$ cat src/rtl/mbx_pkg.sv
package mbx_pkg;
  timeunit 1ns;
  timeprecision 100ps;

  // window addresses
  localparam logic [2:0] A_DATA = 3'd0;
  localparam logic [2:0] A_HIGH = 3'd1;
  localparam logic [2:0] A_STAT = 3'd2;
  localparam logic [2:0] A_MBOX = 3'd3;
  localparam logic [2:0] A_RST  = 3'd7;

  // status bit positions
  localparam int ST_OMB    = 7;
  localparam int ST_OFULL  = 6;
  localparam int ST_IEMPTY = 5;
  localparam int ST_OHALF  = 4;
  localparam int ST_IHALF  = 3;
  localparam int ST_IMB    = 2;
  localparam int ST_IFULL  = 1;
  localparam int ST_OEMPTY = 0;

  // mask bit positions (not aligned with status)
  localparam int MK_RSEL   = 7;
  localparam int MK_IMB    = 6;
  localparam int MK_IFULL  = 5;
  localparam int MK_IEMPTY = 3;
  localparam int MK_OFULL  = 2;
  localparam int MK_OEMPTY = 0;
  localparam logic [7:0] MK_WRITABLE = 8'hED;

  localparam int MB_W = 6;

  typedef struct packed {
    logic full;
    logic half;
    logic empty;
  } fifo_flags_t;
endpackage

$ cat src/rtl/mbx_fifo.sv
module mbx_fifo
  import mbx_pkg::*;
#(
  parameter int W     = 16,
  parameter int DEPTH = 8
) (
  input  logic         clk,
  input  logic         rst_n,
  input  logic         clr,
  input  logic         narrow,
  input  logic         push,
  input  logic [W-1:0] push_data,
  input  logic         pop,
  output logic [W-1:0] head,
  output fifo_flags_t  flags
);
  timeunit 1ns;
  timeprecision 100ps;

  localparam int AW = $clog2(DEPTH);
  localparam logic [AW:0] LIM_WIDE   = (AW+1)'(DEPTH);
  localparam logic [AW:0] LIM_NARROW = (AW+1)'(DEPTH / 2);

  logic [W-1:0]  mem [DEPTH];
  logic [AW-1:0] wp, rp;
  logic [AW:0]   cnt;
  logic [AW:0]   lim;
  logic          do_push, do_pop;

  assign lim         = narrow ? LIM_NARROW : LIM_WIDE;
  assign flags.full  = (cnt >= lim);
  assign flags.half  = (cnt >= (lim >> 1));
  assign flags.empty = (cnt == '0);
  assign do_push     = push && !flags.full;
  assign do_pop      = pop && !flags.empty;
  assign head        = mem[rp];

  always_ff @(posedge clk or negedge rst_n) begin
    if (!rst_n) begin
      wp  <= '0;
      rp  <= '0;
      cnt <= '0;
    end else if (clr) begin
      wp  <= '0;
      rp  <= '0;
      cnt <= '0;
    end else begin
      if (do_push) wp <= wp + 1'b1;
      if (do_pop)  rp <= rp + 1'b1;
      case ({do_push, do_pop})
        2'b10:   cnt <= cnt + 1'b1;
        2'b01:   cnt <= cnt - 1'b1;
        default: cnt <= cnt;
      endcase
    end
  end

  always_ff @(posedge clk) begin
    if (do_push && !clr) mem[wp] <= push_data;
  end
endmodule

$ cat src/rtl/mbx_regs.sv
module mbx_regs
  import mbx_pkg::*;
(
  input  logic            clk,
  input  logic            rst_n,
  input  logic            clr,
  input  logic            mask_we,
  input  logic [7:0]      mask_wdata,
  input  logic            omb_we,
  input  logic [MB_W-1:0] omb_wdata,
  input  logic            imb_host_rd,
  input  logic            bd_mb_wr,
  input  logic [MB_W-1:0] bd_mb_wdata,
  input  logic            bd_mb_rd,
  input  logic            bd_irq_en,
  input  logic [7:0]      stat,
  output logic [7:0]      mask_q,
  output logic [MB_W-1:0] omb_val,
  output logic [MB_W-1:0] imb_val,
  output logic            omb_full,
  output logic            imb_full,
  output logic            irq
);
  timeunit 1ns;
  timeprecision 100ps;

  logic       glb_en;
  logic [7:0] cond;

  // place each status condition at the mask bit that enables it
  always_comb begin
    cond            = '0;
    cond[MK_IMB]    = stat[ST_IMB];
    cond[MK_IFULL]  = stat[ST_IFULL];
    cond[MK_IEMPTY] = stat[ST_IEMPTY];
    cond[MK_OFULL]  = stat[ST_OFULL];
    cond[MK_OEMPTY] = stat[ST_OEMPTY];
  end

  assign irq = glb_en && |(mask_q & cond);

  always_ff @(posedge clk or negedge rst_n) begin
    if (!rst_n) begin
      mask_q   <= '0;
      omb_val  <= '0;
      imb_val  <= '0;
      omb_full <= 1'b0;
      imb_full <= 1'b0;
      glb_en   <= 1'b0;
    end else if (clr) begin
      mask_q   <= '0;
      omb_val  <= '0;
      imb_val  <= '0;
      omb_full <= 1'b0;
      imb_full <= 1'b0;
      glb_en   <= 1'b0;
    end else begin
      if (mask_we) mask_q <= mask_wdata & MK_WRITABLE;
      if (bd_irq_en) glb_en <= 1'b1;
      if (omb_we) begin
        omb_val  <= omb_wdata;
        omb_full <= 1'b1;
      end else if (bd_mb_rd) begin
        omb_full <= 1'b0;
      end
      if (bd_mb_wr) begin
        imb_val  <= bd_mb_wdata;
        imb_full <= 1'b1;
      end else if (imb_host_rd) begin
        imb_full <= 1'b0;
      end
    end
  end
endmodule

$ cat src/rtl/mbx_host_if.sv
module mbx_host_if
  import mbx_pkg::*;
#(
  parameter int DEPTH = 8
) (
  input  logic        clk,
  input  logic        rst_n,
  input  logic        word_mode,
  input  logic        h_cs,
  input  logic        h_we,
  input  logic [2:0]  h_addr,
  input  logic [7:0]  h_wdata,
  output logic [15:0] h_rdata,
  output logic        h_irq,
  output logic        ob_valid,
  input  logic        ob_ready,
  output logic [15:0] ob_data,
  input  logic        ib_valid,
  output logic        ib_ready,
  input  logic [15:0] ib_data,
  input  logic        bd_mb_wr,
  input  logic [5:0]  bd_mb_wdata,
  output logic        bd_imb_full,
  input  logic        bd_mb_rd,
  output logic [5:0]  bd_omb_data,
  output logic        bd_omb_full,
  input  logic        bd_irq_en,
  output logic        bd_reset
);
  timeunit 1ns;
  timeprecision 100ps;

  localparam int DW = 16;

  logic          wr, rd, clr_now;
  logic [7:0]    hi_q;
  logic [DW-1:0] ob_push_data, ib_push_data, ib_head;
  fifo_flags_t   ob_f, ib_f;
  logic [7:0]    stat_w, mask_q;
  logic [MB_W-1:0] omb_val, imb_val;
  logic          omb_full, imb_full;
  logic          rsel_w;
  logic [MB_W-1:0] mb_rd_val;

  assign wr      = h_cs && h_we;
  assign rd      = h_cs && !h_we;
  assign clr_now = wr && (h_addr == A_RST);
  assign rsel_w  = mask_q[MK_RSEL];

  always_ff @(posedge clk or negedge rst_n) begin
    if (!rst_n) begin
      hi_q     <= '0;
      bd_reset <= 1'b0;
    end else begin
      bd_reset <= clr_now;
      if (clr_now) hi_q <= '0;
      else if (wr && h_addr == A_HIGH) hi_q <= h_wdata;
    end
  end

  assign ob_push_data = word_mode ? {hi_q, h_wdata} : {8'h00, h_wdata};
  assign ib_push_data = word_mode ? ib_data : {8'h00, ib_data[7:0]};

  mbx_fifo #(.W(DW), .DEPTH(DEPTH)) u_ob (
    .clk(clk), .rst_n(rst_n), .clr(clr_now), .narrow(!word_mode),
    .push(wr && h_addr == A_DATA), .push_data(ob_push_data),
    .pop(ob_valid && ob_ready), .head(ob_data), .flags(ob_f)
  );

  mbx_fifo #(.W(DW), .DEPTH(DEPTH)) u_ib (
    .clk(clk), .rst_n(rst_n), .clr(clr_now), .narrow(!word_mode),
    .push(ib_valid && ib_ready), .push_data(ib_push_data),
    .pop(rd && h_addr == A_DATA), .head(ib_head), .flags(ib_f)
  );

  assign ob_valid = !ob_f.empty;
  assign ib_ready = !ib_f.full;

  always_comb begin
    stat_w            = '0;
    stat_w[ST_OMB]    = omb_full;
    stat_w[ST_OFULL]  = ob_f.full;
    stat_w[ST_IEMPTY] = ib_f.empty;
    stat_w[ST_OHALF]  = ob_f.half;
    stat_w[ST_IHALF]  = ib_f.half;
    stat_w[ST_IMB]    = imb_full;
    stat_w[ST_IFULL]  = ib_f.full;
    stat_w[ST_OEMPTY] = ob_f.empty;
  end

  mbx_regs u_regs (
    .clk(clk), .rst_n(rst_n), .clr(clr_now),
    .mask_we(wr && h_addr == A_STAT), .mask_wdata(h_wdata),
    .omb_we(wr && h_addr == A_MBOX), .omb_wdata(h_wdata[7:2]),
    .imb_host_rd(rd && h_addr == A_MBOX && !rsel_w),
    .bd_mb_wr(bd_mb_wr), .bd_mb_wdata(bd_mb_wdata),
    .bd_mb_rd(bd_mb_rd), .bd_irq_en(bd_irq_en), .stat(stat_w),
    .mask_q(mask_q), .omb_val(omb_val), .imb_val(imb_val),
    .omb_full(omb_full), .imb_full(imb_full), .irq(h_irq)
  );

  assign mb_rd_val = rsel_w ? omb_val : imb_val;

  always_comb begin
    h_rdata = '0;
    if (rd) begin
      case (h_addr)
        A_DATA:  h_rdata = ib_f.empty ? '0 : ib_head;
        A_STAT:  h_rdata = {8'h00, stat_w};
        A_MBOX:  h_rdata = {8'h00, mb_rd_val, 2'b00};
        default: h_rdata = '0;
      endcase
    end
  end

  assign bd_omb_data = omb_val;
  assign bd_omb_full = omb_full;
  assign bd_imb_full = imb_full;
endmodule

$ cat config.mk
export PLATFORM = sky130hd
export DESIGN_NAME = mbx_host_if
export DESIGN_NICKNAME = d
export VERILOG_FILES = /design/src/rtl/mbx_pkg.sv /design/src/rtl/mbx_fifo.sv /design/src/rtl/mbx_regs.sv /design/src/rtl/mbx_host_if.sv
export SDC_FILE = /design/constraint.sdc
export NUM_CORES = 1
export LEC_CHECK = 0
export BUFFER_PORTS_ARGS = -buffer_cell sky130_fd_sc_hd__buf_2
export CAP_MARGIN = 30
export CORE_MARGIN = 1
export CORE_UTILIZATION = 30
export CTS_CLUSTER_DIAMETER = 120
export DETAILED_ROUTE_END_ITERATION = 6
export GPL_TIMING_DRIVEN = 0
export HOLD_SLACK_MARGIN = 0.05
export MAX_ROUTING_LAYER = met4
export PLACE_DENSITY_LB_ADDON = 0.08
export SYNTH_ARGS = -nofsm -noshare
export SYNTH_HDL_FRONTEND = slang
export SYNTH_HIERARCHICAL = 1
export SYNTH_SLANG_ARGS = --single-unit
$ cat constraint.sdc
create_clock -name clk -period 4.65 [get_ports clk]
set_input_delay 0.2325 -clock clk [delete_from_list [all_inputs] [get_ports clk]]
set_output_delay 0.2325 -clock clk [all_outputs]
set_load 0.01 [all_outputs]
[Word-level counts from Yosys, hierarchy flattened]
Memories as Yosys holds them, arrays and structs flattened.
Index checks and enable logic that the tools add are counted.
Word-level totals
  register bits after elaboration: 52
  memory bits (writable): 256
  output and inout port bits: 44
  memories: 2
Operators by class
  add/sub/neg operators: 8
  magnitude comparators: 4
  equality and inequality tests: 8
  multiplexer cells: 39
  bitwise operators: 1
  reduce and logical (&&, ||, !) cells: 43
Memories
  u_ib.mem: words 8, width 16, rd ports 1, clocked after memory_dff 0, write ports 1, line mbx_fifo.sv:24  | logic [W-1:0] mem [DEPTH];
  u_ob.mem: words 8, width 16, rd ports 1, clocked after memory_dff 0, write ports 1, line mbx_fifo.sv:24
Operators by type and width (number)
  $mux 16: 4
  $pmux 16 s3: 1
  $mux 8: 4
  $mux 6: 5
  $mux 3: 8
  $logic_and 1x1->1: 19
  $reduce_bool 2->1: 9
  $pmux 4 s2: 2
  $add 3x1->3 const B: 4
  $mux 1: 12
  $mux 4: 3
  $reduce_bool 3->1: 4
  $add 4x1->4 const B: 2
  $and 8x7->8: 1
  $ge 4x3->1: 2
  $ge 4x4->1: 2
  $logic_not 4->1: 2
  $reduce_or 8->1: 1
  $sub 4x1->4 const B: 2
  $logic_not 1->1: 7
  $eq 3x2->1 const B: 2
  $eq 2x1->1 const B: 2
  $eq 2x2->1 const B: 2
  $eq 3x1->1 const B: 1
  2 further kinds: 2

[Logic depth before layout (Yosys ltp)]
Gate-level depths: netlist of the first run.
  word-level depth: 8
  depth in mapped cells: 14
  depth with buffers taken out: 13

[Modules after synthesis]
Netlist of the first run, hierarchy kept.
Modules (own cells, without submodules)
  mbx_fifo at u_ob: times used 1, cells each 271, area each 5606.6 µm², sequential area each 4093.9 µm²
  mbx_fifo at u_ib: times used 1, cells each 270, area each 5592.9 µm², sequential area each 4093.9 µm²
  mbx_regs: times used 1, cells each 76, area each 887.1 µm², sequential area each 525.5 µm²
  mbx_host_if: times used 1, cells each 92, area each 785.8 µm², sequential area each 225.2 µm²

[Worst setup path before layout of the first run]
OpenSTA, ideal clock, no wires.
  path kind: input to register
  start: input word_mode
  end: memory u_ib.mem[0][0], enable pin
  data arrival time: 2.841 ns
  required time: 4.241 ns
  path slack: 1.400 ns
  stages on the path: 9
  path through: clkbuf_1 -> inv_1 -> ha_1 -> nand4bb_1 -> and3_1 -> inv_1 -> nor2b_1 -> nand4bb_1 -> nor3_1
RTL lines
  start, declared: line mbx_host_if.sv:8  | input logic word_mode,
  end, declared: line mbx_fifo.sv:24

==> results.sh, run 1 <==
export IMPL_status="finished clean"
export IMPL_wire_per_inst_um=22.4
export IMPL_dp_hpwl_um=22400
export IMPL_gp_congestion=0.798
export IMPL_cts_sinks=306
export IMPL_peakVddDrop_mv=0.315
export IMPL_timing_final_ws_setup_ns=0.899
export IMPL_rows=75
export IMPL_syn2layout_area_growth_pct=22.9
export IMPL_r2r_end="u_ib/mem[0][14]$_DFFE_PP_"
export IMPL_cp_arrival_ns=3.99
export IMPL_fmax_mhz=267
export IMPL_start_util=0.305
export IMPL_cts_root_buf="clkbuf_16"
export IMPL_max_cap_violations=0
export IMPL_nets=939
export IMPL_skew_ns=0.0117
export IMPL_viasPerCell=4.84
export IMPL_dr_total_vias=6997
export IMPL_p_total_mw=8.44
export IMPL_fillCellCount=3911
export IMPL_overflow=0
export IMPL_dr_first_iter_drc_count=454
export IMPL_cp_start_kind="primary input"
export IMPL_cts_max_level=2
export IMPL_antenna_found_initial=2
export IMPL_p_leak_nw=5.60
export IMPL_critPathKind="in2reg"
export IMPL_netlist_area_um2=12900
export IMPL_r2r_slack_ns=1.33
export IMPL_final_area_um2=15800
export IMPL_period_minus_slack_ns=3.75
export IMPL_syn_area_per_cell_um2=18.2
export IMPL_rsz0062_at_grt="no"
export IMPL_routed_wl_um=32400
export IMPL_hp_start="h_wdata[6]"
export IMPL_hold_depth=1
export IMPL_tightest_slew_ns=0.935
export IMPL_netlist_instances=706
export IMPL_r2r_start="u_ib/cnt[2]$_DFFE_PN0P_"
export IMPL_grt_pass1_vias=7503
export IMPL_synth_nets=767
export IMPL_hold_class="in2reg"
export IMPL_worstHoldEndpoint="u_ob/mem[1][6]$_DFFE_PP_"
export IMPL_drtPass1Iterations=4
export IMPL_slew_headroom=0.373
export IMPL_die_h_um=209
export IMPL_holdBufCountCts=25
export IMPL_drive_gt1_frac=0.336
export IMPL_finalSetupViolCount=0
export IMPL_post_cts_setup_buffers=0
export IMPL_clk_path_buf_depth=3
export IMPL_multi_input_area_um2=3710
export IMPL_io_buffers=84
export IMPL_core_area_um2=42100
export IMPL_post_cts_resized=0
export IMPL_crit_required_ns=4.89
export IMPL_fp_dieW_um=209
export IMPL_seq_area_um2=8940
export IMPL_period_share=0.807
export IMPL_ant_nets=0
export IMPL_cts_tree="done"
export IMPL_drc=0
export IMPL_fp_dieArea_um2=43700
export IMPL_post_place_ws_ns=0.163
export IMPL_drv_slew=0
export IMPL_pin_count=87
export IMPL_yosys_warnings=6
export IMPL_track_usage=0.158
export IMPL_crit_path_end_kind="flop"
export IMPL_place_area_um2=14400
export IMPL_numCtsBuffers=37
export IMPL_final_hold_violation_count=0
export IMPL_grt_start_max_net_pins=39
export IMPL_clk_pin_slew_ns=0.06
export IMPL_path_max_fanout=10
export IMPL_r2r_cells=9
export IMPL_power_per_cell_area_nw_per_um2=534
export IMPL_grt_first_pass_wirelength_um=48400
export IMPL_fin_setup_tns_ns=0
export IMPL_clk_latency_ns=0.55
-- cell type report --
cell class | instances | share of cell area
Clock inverter | 18 | 0.0105
Timing Repair Buffer | 133 | 0.0654
Multi-Input combinational cell | 351 | 0.235
Buffer | 34 | 0.0126
Sequential cell | 306 | 0.566
Inverter | 15 | 0.00357
Antenna cell | 1 | 0.000158
Clock buffer | 50 | 0.0643
Tap cell | 539 | 0.0427
-- flip-flops by register name, indices dropped and copies added (netlist names), 3 cells and up --
signal and flops:
u_ob/mem 128, u_ob/wp 3, u_regs/mask_q 6, u_ib/cnt 4, u_regs/omb_val 6, hi_q 8, u_ib/mem 128, u_ob/cnt 4
u_ob/rp 3, u_ib/wp 3, u_regs/imb_val 6, u_ib/rp 3
-- where the power goes --
part / switching [mW] / internal, mW
Combinational: 1.17 / 1.15
Sequential: 0.159 / 3.18
Clock: 1.13 / 1.65
Total: 2.46 / 5.98
-- worst max-delay path, stage by stage --
cell	delay, ns
buf_2	0.21
clkbuf_1	0.58
inv_1	0.38
ha_1	0.41
nand4bb_1	0.15
and3_1	0.21
inv_1	0.13
nor2b_1	0.26
nand4bb_1	0.29
nor3_2	0.78
buf_4	0.35
-- how the worst max path moves through the flow --
stage,start,end,slack (ns),cells past startpoint
2_1_floorplan,word_mode,u_ib/mem[0][0]$_DFFE_PP_,1.40,9
3_3_place_gp,word_mode,u_ib/mem[0][13]$_DFFE_PP_,-1.09,10
3_5_place_dp,word_mode,u_ib/mem[0][13]$_DFFE_PP_,0.16,11
4_1_cts,word_mode,u_ib/mem[0][13]$_DFFE_PP_,0.76,11
5_1_grt,word_mode,u_ib/mem[0][14]$_DFFE_PP_,0.47,11
6_report,word_mode,u_ib/mem[0][14]$_DFFE_PP_,0.90,11
-- metrics by stage --
stage / utilization / instances / hold WS [ns]
6_report: 0.375 / 1447 / 0.0745
5_1_grt: 0.375 / 1447 / 0.0551
4_1_cts: 0.375 / 1446 / 0.0529
3_5_place_dp: 0.341 / 1353 / 0.175
3_3_place_gp: 0.331 / 1329 / 0.476
2_1_floorplan: - / 706 / -0.0631
-- per-layer routing --
layer | track usage | vias up | share of wire
li1 | - | 3136 | -
met4 | 0.0487 | 0 | 0.021
met5 | - | - | 0
met2 | 0.253 | 144 | 0.49
met3 | 0.0281 | 42 | 0.041
met1 | 0.203 | 3675 | 0.45
-- placed cells by master, fill, tap and decap left out, types with 7 or more instances in the layout --
cell,n
mux2_2,34
clkbuf_16,37
nand2b_1,15
xnor2_1,7
and2_1,25
buf_4,7
mux4_2,64
dlygate4sd3_1,25
ha_1,16
nor2_1,44
nand2_1,9
clkbuf_1,20
a22oi_1,8
inv_1,15
a21oi_1,13
a22o_1,8
dfrtp_1,50
nor2_2,12
buf_6,12
buf_2,94
edfxtp_1,256
buf_8,9
mux2i_1,30
(Power assumes the default switching activity.)
==> run 2, diff against run 1 <==
- clock period: 4.65 -> 3.84 ns (I/O delays scaled with it)
==> results.sh, run 2 (synthesized netlist as in run 1, its figures left out) <==
export IMPL_crit_required_ns=3.65
export IMPL_final_hold_violation_count=0
export IMPL_routed_wl_um=32500
export IMPL_r2r_start="u_ib/cnt[2]$_DFFE_PN0P_"
export IMPL_p_total_mw=10.2
export IMPL_finalSetupViolCount=0
export IMPL_period_minus_slack_ns=3.27
export IMPL_cts_root_buf="clkbuf_16"
export IMPL_ant_nets=0
export IMPL_cts_sinks=306
export IMPL_numCtsBuffers=37
export IMPL_grt_first_pass_wirelength_um=48400
export IMPL_max_cap_violations=0
export IMPL_wire_per_inst_um=22.3
export IMPL_fp_dieArea_um2=43700
export IMPL_final_common_cell="edfxtp_1"
export IMPL_drtPass1Iterations=5
export IMPL_multi_input_area_um2=3720
export IMPL_cp_slowest_cell="clkbuf_1"
export IMPL_crit_start="u_ib/rp[1]$_DFFE_PN0P_"
export IMPL_grt_pass1_vias=7522
export IMPL_fmax_mhz=306
export IMPL_cts_tree="done"
export IMPL_post_place_ws_ns=-0.606
export IMPL_path_max_fanout=10
export IMPL_die_h_um=209
export IMPL_core_area_um2=42100
export IMPL_syn2layout_area_growth_pct=23.5
export IMPL_pin_count=87
export IMPL_antenna_found_initial=2
export IMPL_cpPeakStageDelay_ns=0.62
export IMPL_seq_area_um2=8940
export IMPL_timing_final_ws_setup_ns=0.571
export IMPL_cts_max_level=2
export IMPL_rows=75
export IMPL_grt_start_max_net_pins=39
export IMPL_crit_top_cell="clkbuf_1"
export IMPL_cp_start_kind="flop"
export IMPL_hold_class="in2async"
export IMPL_placed_cells=1353
export IMPL_dr_first_iter_drc_count=390
export IMPL_slew_headroom=0.436
export IMPL_clk_pin_slew_ns=0.06
export IMPL_period_share=0.851
export IMPL_fillCellCount=3909
export IMPL_drv_slew=0
export IMPL_skew_ns=0.0134
export IMPL_clk_path_buf_depth=3
export IMPL_largest_registers="u_ib/mem x128, u_ob/mem x128, hi_q x8"
export IMPL_nets=945
export IMPL_post_cts_setup_buffers=0
export IMPL_p_leak_nw=5.63
export IMPL_fp_dieW_um=209
export IMPL_drc=0
export IMPL_peakVddDrop_mv=0.381
export IMPL_status="finished clean"
export IMPL_gp_congestion=0.798
export IMPL_start_util=0.305
export IMPL_utilization=0.377
export IMPL_dr_total_vias=7011
export IMPL_dp_hpwl_um=22400
export IMPL_viasPerCell=4.83
export IMPL_drive_gt1_frac=0.334
export IMPL_track_usage=0.158
export IMPL_io_buffers=84
export IMPL_clk_latency_ns=0.55
export IMPL_rsz0062_at_grt="no"
export IMPL_crit_path_end_kind="output port"
export IMPL_tightest_slew_ns=0.846
export IMPL_cp_arrival_ns=3.08
export IMPL_stdcell_count=1453
export IMPL_power_per_cell_area_nw_per_um2=645
export IMPL_path_cells="clkbuf_1 -> clkbuf_1 -> mux4_2 -> mux2_2 -> a22oi_1 -> o22ai_1 -> buf_2"
export IMPL_overflow=0
export IMPL_critPathKind="reg2out"
export IMPL_layout_common_cells="256 x edfxtp_1, 94 x buf_2, 64 x mux4_2"
run 2: path summary, 6_finish.rpt:
path | cells after the start | end | slack [ns]
max | 7 | h_rdata[4] | 0.57
min | 2 | bd_reset$_DFF_PN0_ | 0.09
max reg2reg | 13 | u_ib/cnt[3]$_DFFE_PN0P_ | 0.61
min reg2reg | 1 | hi_q[3]$_DFFE_PN0P_ | 0.50
max in group asynchronous | 3 | hi_q[2]$_DFFE_PN0P_ | 3.20
min in group clk | 3 | bd_reset$_DFF_PN0_ | 0.09
run 2: worst max-delay path, delay by kind of cell (launching register included):
kind / cells / cell delay, ns
buffers and inverters: 3 / 1.12
muxes: 2 / 0.70
AOI/OAI and AO/OA: 2 / 0.35
DFF: 1 / 0.37
run 2: final cells by class:
class	count	area share
Antenna cell	1	0.000158
Sequential cell	306	0.563
Clock inverter	18	0.0104
Inverter	15	0.00355
Multi-Input combinational cell	351	0.235
Timing Repair Buffer	140	0.0695
Tap cell	539	0.0425
Clock buffer	50	0.0639
Buffer	33	0.0123
run 2: repair_timing:
action / 4_1_cts / 5_1_grt
gates resized for setup: 1 / 1
endpoints found under the setup margin: 7 / 18
endpoints found under the hold margin: 183 / 0
hold buffers: 32 / 0
run 2: routing by layer:
metal / vias up / part of all wire / global-route usage
li1: 3144 / - / -
met1: 3694 / 0.45 / 0.204
met2: 130 / 0.49 / 0.253
met3: 43 / 0.037 / 0.0280
met4: 0 / 0.019 / 0.0487
met5: - / 0 / -
run 2: per-stage QoR:
step                      TNS (ns)  instance area [um2]  hold slack (ns)
final                            0                15900           0.0903
after global routing             0                15900            0.104
after CTS                        0                15900           0.0640
after detailed placement    -24.63                14400            0.135
after global placement     -255.46                13900            0.436
after floorplan                  0                12900           -0.104
run 2: report_power, final:
| group | leakage (nW) | internal, mW | switching, mW |
|---|---|---|---|
| logic | 2.10 | 1.40 | 1.42 |
| clock network | 0.574 | 2.00 | 1.37 |
| registers | 2.96 | 3.85 | 0.200 |
